$ cat config.mk
export PLATFORM = sky130hd
export DESIGN_NAME = mac_split
export DESIGN_NICKNAME = d
export VERILOG_FILES = /design/src/rtl/mac_split.sv
export SDC_FILE = /design/constraint.sdc
export NUM_CORES = 2
export LEC_CHECK = 0
export ABC_AREA = 1
export BUFFER_PORTS_ARGS = -buffer_cell sky130_fd_sc_hd__clkbuf_2
export CORE_MARGIN = 10
export CORE_UTILIZATION = 35
export DETAILED_ROUTE_END_ITERATION = 12
export MAX_ROUTING_LAYER = met4
export PLACE_DENSITY = 0.61
export SLEW_MARGIN = 10
export SYNTH_ARGS = -nofsm -noshare
export SYNTH_HDL_FRONTEND = slang
export SYNTH_SLANG_ARGS = --single-unit
export TNS_END_PERCENT = 100
$ cat constraint.sdc
create_clock -name clk -period 6.4 [get_ports clk]
set_clock_uncertainty 0.15 [all_clocks]
set_input_delay 0.96 -clock clk [delete_from_list [all_inputs] [get_ports clk]]
set_output_delay 0.96 -clock clk [all_outputs]
set_load 0.1 [all_outputs]
$ cat src/rtl/mac_split.sv
module mac_split #(
  parameter int W    = 64,
  parameter int STEP = 2
) (
  input  logic         clk,
  input  logic         rst_n,
  input  logic         start,
  input  logic [W-1:0] op_a,
  input  logic [W-1:0] op_b,
  input  logic [W-1:0] op_c,
  output logic [W-1:0] res_lo,
  output logic [W-1:0] res_hi,
  output logic         done
);
  localparam int N  = W / STEP;
  localparam int CW = $clog2(N + 1);

  logic           busy;
  logic           accept;
  logic [CW-1:0]  cnt;
  logic [2*W-1:0] acc, mcand, pp, acc_nx;
  logic [W-1:0]   mplier;

  assign accept = start & ~busy;

  always_comb begin
    pp = '0;
    for (int i = 0; i < STEP; i++)
      if (mplier[i]) pp = pp + (mcand << i);
  end

  assign acc_nx = acc + pp;

  always_ff @(posedge clk or negedge rst_n) begin
    if (!rst_n) begin
      busy   <= 1'b0;
      done   <= 1'b0;
      cnt    <= '0;
      acc    <= '0;
      mcand  <= '0;
      mplier <= '0;
      res_lo <= '0;
      res_hi <= '0;
    end else begin
      done <= 1'b0;
      if (accept) begin
        acc    <= {{W{1'b0}}, op_c};
        mcand  <= {{W{1'b0}}, op_a};
        mplier <= op_b;
        cnt    <= '0;
        busy   <= 1'b1;
      end else if (busy) begin
        acc    <= acc_nx;
        mcand  <= mcand << STEP;
        mplier <= mplier >> STEP;
        if (cnt == CW'(N - 1)) begin
          busy   <= 1'b0;
          done   <= 1'b1;
          res_lo <= acc_nx[W-1:0];
          res_hi <= acc_nx[2*W-1:W];
        end else begin
          cnt <= cnt + 1'b1;
        end
      end
    end
  end
endmodule

# [Word level (Yosys, flattened, before mapping)]
# Index checks and enable logic that the tools add are counted.
[classes] n_bitwise=3 n_eq_ne=2 n_addsub=3 mux=17 n_reduce_logical=3
[ops] cell="two-way mux 128 bit" count=6
[ops] cell="adder 128 bit" count=2
[ops] cell="two-way mux 64 bit" count=2
[ops] cell="two-way mux 6 bit" count=3
[ops] cell="adder 6 x 1 -> 6 bit (second input constant)" count=1
[ops] cell="equality test 6 x 5 -> 1 bit (second input constant)" count=1
[ops] cell="two-way mux 1 bit" count=6
[ops] cell="AND reduction 3 bit" count=1
[ops] cell="inequality test 2 bit (second input constant)" count=1
[ops] cell="NOT 1 bit" count=2
[ops] cell="AND reduction 2 bit" count=1
[ops] cell="nonzero test 2 bit" count=1
[ops] cell="AND 1 bit" count=1
[word_totals] reg_bits=456 elab_cells=36 input_bits=195

# [Longest topological paths before layout]
[logic_depth] word_depth=6 depth_mapped=44 ltp_nobuf=39

# [Worst setup path before layout]
# Ideal clock, no wire load.
[synth_timing] path_type="register to register" start="register mplier[0]" end="register res_hi[60]" t_required_ns=6.130 arrival_ns=4.935 setup_slack_ns=1.196 stages_incl_launch_ff=45 period_less_slack_ns=5.204 cell_sequence="dfrtp_1 buf_6 buf_6 buf_4 clkbuf_1 clkbuf_1 nand2_1 inv_1 ha_1 fa_1 inv_1 nor2_1 nand2_1 nand2_1 nand2_1 nand2_1 nand2_1 nand2_1 [... 9 more ...] nand3_1 o21ai_1 ha_1 nand2_1 nor2_1 inv_1 nor2_1 inv_1 nor2_1 and3_1 nand4_1 nand3_1 a21o_1 nand2_1 o21ai_0 nand2_1 nand3_1 nand2_1"
[synth_between] elab_chain_cells=4
[synth_lines] item="start, declared" line="22" rtl="logic [W-1:0] mplier;"
[synth_lines] item="start signal, assigned" line="49" rtl="mplier <= op_b;"
[synth_lines] item="start signal, assigned" line="55" rtl="mplier <= mplier >> STEP;"
[synth_lines] item="two-way mux 128 bit (*)" line="29" rtl="if (mplier[i]) pp = pp + (mcand << i);"
[synth_lines] item="adder 128 bit" line="29"
[synth_lines] item="two-way mux 128 bit (*)" line="29"
[synth_lines] item="adder 128 bit (*)" line="32" rtl="assign acc_nx = acc + pp;"
[synth_lines] item="end signal, assigned" line="60" rtl="res_hi <= acc_nx[2*W-1:W];"
[synth_lines] item="end, declared" line="12" rtl="output logic [W-1:0] res_hi,"
# Every way passes the cells marked *; elsewhere a longest branch is shown, timed or not.
# A chain may end at the register's enable or synchronous reset.

# [Final worst setup path]
[layout_timing] start="register mplier[0]" end="register acc[90]"
[layout_between] elab_chain_cells=6
[layout_lines] item="two-way mux 128 bit (*)" line="29"
[layout_lines] item="adder 128 bit" line="29"
[layout_lines] item="two-way mux 128 bit (*)" line="29"
[layout_lines] item="adder 128 bit (*)" line="32"
[layout_lines] item="two-way mux 128 bit (*)" line="52" rtl="end else if (busy) begin"
[layout_lines] item="two-way mux 128 bit (*)" line="46" rtl="if (accept) begin"
[layout_lines] item="end signal, assigned" line="47" rtl="acc <= {{W{1'b0}}, op_c};"
[layout_lines] item="end signal, assigned" line="53" rtl="acc <= acc_nx;"
[layout_lines] item="end, declared" line="21" rtl="logic [2*W-1:0] acc, mcand, pp, acc_nx;"
# Every way passes the cells marked *; elsewhere a longest branch is shown, timed or not. The select of a mux whose other input is x is not followed.

==> flow_summary.yaml <==
placed_design:
  hpwlAfterDp_um: 174000
  post-place-ws_ns: -0.396
  dp_cells: 9296
  globalplace.congestion: 1.08
  portBuffers: 323
setup_path:
  r2r-end: "acc[90]$_DFFE_PN0P_"
  critical_path.most_common_cell: "buf_4"
  cp-end-kind: "register"
  cp-startpoint: "mplier[0]$_DFFE_PN0P_"
  slowest_stage: "dfrtp_4"
  crit_type: "register to register"
  worstSetupEndpoint: "acc[90]$_DFFE_PN0P_"
  worst-path-buf-inv: 9
  r2r-start: "mplier[0]$_DFFE_PN0P_"
  start_kind: "register"
  critPathMaxFanout: 23
  cp.depth: 29
  cp_slowest_stage_delay_ns: 0.53
  r2r_cells: 29
  cp_top_family: "compound AO/OA/AOI/OAI gates"
  crit_arrival_ns: 6.60
  required_ns: 6.81
  r2r_setup_slack_ns: 0.20
cts:
  cts_buffers: 54
  path_clk_slew_ns: 0.06
  cts_tree: "yes"
  clk_latency_ns: 0.69
  cts_buffer_depth: 3
  cts.sinks: 456
  clockRootBuffer: "clkbuf_16"
  h-tree-depth: 2
grt:
  track_usage_pct: 31.0
  gr-usage-met3_pct: 3.03
  grt_pass1_wl_um: 300000
  met2_usage_pct: 46.3
  grt_max_degree: 127
  antenna_found_initial: 15
  grt_pass1_vias: 47200
  use_met1_pct: 43.3
  grt_remaining_overflow: 0
  busiest_layer: "met2"
floorplan:
  coreArea_mm2: 0.116
  die_area_mm2: 0.131
  rows: 125
  die_h_um: 362
  die_w_um: 362
  start_util_pct: 35.3
  ios: 324
drt:
  viasPerCell: 5.24
  vias: 49300
  dr.first_iter.drc_count: 4965
  drc: 0
  dr.pass1.iters: 12
  routed_wirelength_um: 206000
  wl_per_cell_um: 21.9
  ant_nets: 0
timing:
  setup_violations: 0
  worst_slew_pin_slew_ns: 0.932
  slew_headroom_pct: 37.9
  final.setup.worst_slack_ns: 0.203
  hold_violations: 0
  maxSlewViolCount: 0
  finalSetupTns_ns: 0
  timing.final.crit_share_pct: 96.8
  rsz0062_at_grt: "yes"
  finalCriticalPeriod_ns: 6.20
  fmax_mhz: 161
logic_synthesis:
  synth_edf_count: 0
  synth-seq-cells: 456
  ys_warn_count: 0
  synth_cell_types: 63
  netlist_area_mm2: 0.0410
  syn_inst: 6499
  synthArstFlopShare_pct: 100
  ys.flop_type: "dfrtp_1"
  synth.avg_cell_area_um2: 6.31
  ys_seq_area_share_pct: 27.8
  syn_nets: 6904
status:
  status: "finished, final reports clean"
power_and_ir_drop:
  leakage_nw: 27.6
  power.density_mw_per_mm2: 508
  vdd_drop_max_mv: 0.359
finish:
  fin_nets: 8241
  final_cells: 9410
  layout-drive-gt1-share_pct: 23.3
  syn2layout_area_growth_pct: 33.8
run:
  maxCapViolCount: 0
worst_hold_path:
  hold_class: "primary input to asynchronous set/reset pin"
==> worst reg2reg max path: cells and delay by family, from the launching register on <==
| kind | cells | cell delay (ns) |
|---|---|---|
| fa+ha+maj | 2 | 0.62 |
| flops | 1 | 0.53 |
| buf+inv | 9 | 1.50 |
| simple gates | 8 | 1.13 |
| compound gates | 10 | 2.18 |
==> synth_stat cells, drive strengths merged (3+ instances only) <==
cell type	number	area, µm²
nand2	1866	7110
inv	969	3640
nor2	675	2640
o21ai	522	2700
dfrtp	456	11400
a21oi	449	2260
nand3	388	1960
ha	208	2600
clkbuf	143	537
xor2	94	880
o211ai	79	593
o221ai	71	622
or2	70	438
o22ai	66	413
a31oi	55	344
nor3	53	275
o21bai	53	417
xnor2	52	455
a21o	38	285
o21a	38	285
nand3b	31	233
a21boi	23	176
nand4	22	138
buf	20	144
nor4	14	100
a32o	9	90.1
a221oi	7	61.3
a211oi	5	37.5
clkinv	5	18.8
o31ai	4	30.0
o2111ai	3	26.3
==> where the power goes <==
| part | switching (mW) | total, mW | internal, mW | leakage, nW |
|---|---|---|---|---|
| Clock | 1.40 | 3.28 | 1.88 | 0.918 |
| Combinational | 12.4 | 19.2 | 6.82 | 20.9 |
| Sequential | 1.16 | 5.35 | 4.20 | 5.81 |
==> cell usage in the layout, fill, tap and decap left out, drive strengths merged, types with 31 or more instances in the layout <==
cell	instances
xnor2	52
dfrtp	456
nor2	675
o22ai	66
clkbuf	397
a21oi	449
o21ai	522
buf	1122
a31oi	55
ha	208
o21bai	53
nand3b	31
a21o	38
or2	70
nand2	1866
nand3	388
inv	978
xor2	94
o21a	38
o221ai	71
o211ai	79
nor3	53
==> registers in the layout (all words and copies together), names as in the netlist <==
signal  cells
busy        1
acc       128
mplier     64
mcand     128
res_hi     64
done        1
res_lo     64
cnt         6
==> worst min-delay path by stage <==
stage	start	to	slack, ns
final	rst_n	mplier[18]$_DFFE_PN0P_	0.15
after global routing	rst_n	mplier[18]$_DFFE_PN0P_	0.21
after CTS	rst_n	mplier[18]$_DFFE_PN0P_	0.17
after detailed placement	res_lo[1]$_DFFE_PN0P_	res_lo[1]$_DFFE_PN0P_	0.31
after global placement	res_lo[2]$_DFFE_PN0P_	res_lo[2]$_DFFE_PN0P_	0.31
after floorplan	acc[122]$_DFFE_PN0P_	acc[122]$_DFFE_PN0P_	0.31
==> final cells by class <==
cell class	count	area, µm²
Fill cell	12300	61300
Multi-Input combinational cell	4906	25800
Sequential cell	456	11400
Timing Repair Buffer	1444	10300
Inverter	974	3670
Tap cell	1524	1910
Clock buffer	75	1560
Clock inverter	27	295
Antenna cell	4	10.0
==> routing by layer <==
layer / vias up / part of all wire [%]
met5: - / 0
met4: 0 / 4.2
met3: 269 / 6.4
met2: 1746 / 43
met1: 23400 / 47
li1: 23900 / -
==> stage by stage <==
stage | hold slack (ns) | total power [mW] | cell area, µm² | utilization (%)
floorplan | 0.306 | 15.7 | 41000 | -
finish | 0.151 | 27.9 | 54900 | 47.2
global route | 0.209 | 29.6 | 54900 | 47.2
global placement | 0.307 | 23.9 | 52500 | 45.2
CTS | 0.172 | 27.4 | 54400 | 46.8
detailed placement | 0.313 | 24.0 | 52500 | 45.2
==> cells by family (layout without fill, tap and decap cells) <==
| kind of cell | Yosys count | count (layout) | synth area share [%] |
|---|---|---|---|
| buf+inv | 1137 | 2520 | 10.6 |
| fa+ha+maj | 210 | 210 | 6.44 |
| simple gates | 3124 | 3124 | 31.5 |
| other cells | 0 | 4 | 0 |
| compound gates | 1426 | 1426 | 20.4 |
| xor+xnor | 146 | 146 | 3.26 |
| flops | 456 | 456 | 27.8 |
==> what timing repair did <==
item,CTS,global route
hold endpoints to repair,0,0
pin swaps,2,23
gates cloned,0,0
setup endpoints to repair,37,116
buffers inserted,0,8
gates resized for setup,14,135
hold buffers,0,0
No activity file was read; power rests on OpenSTA's default activity.
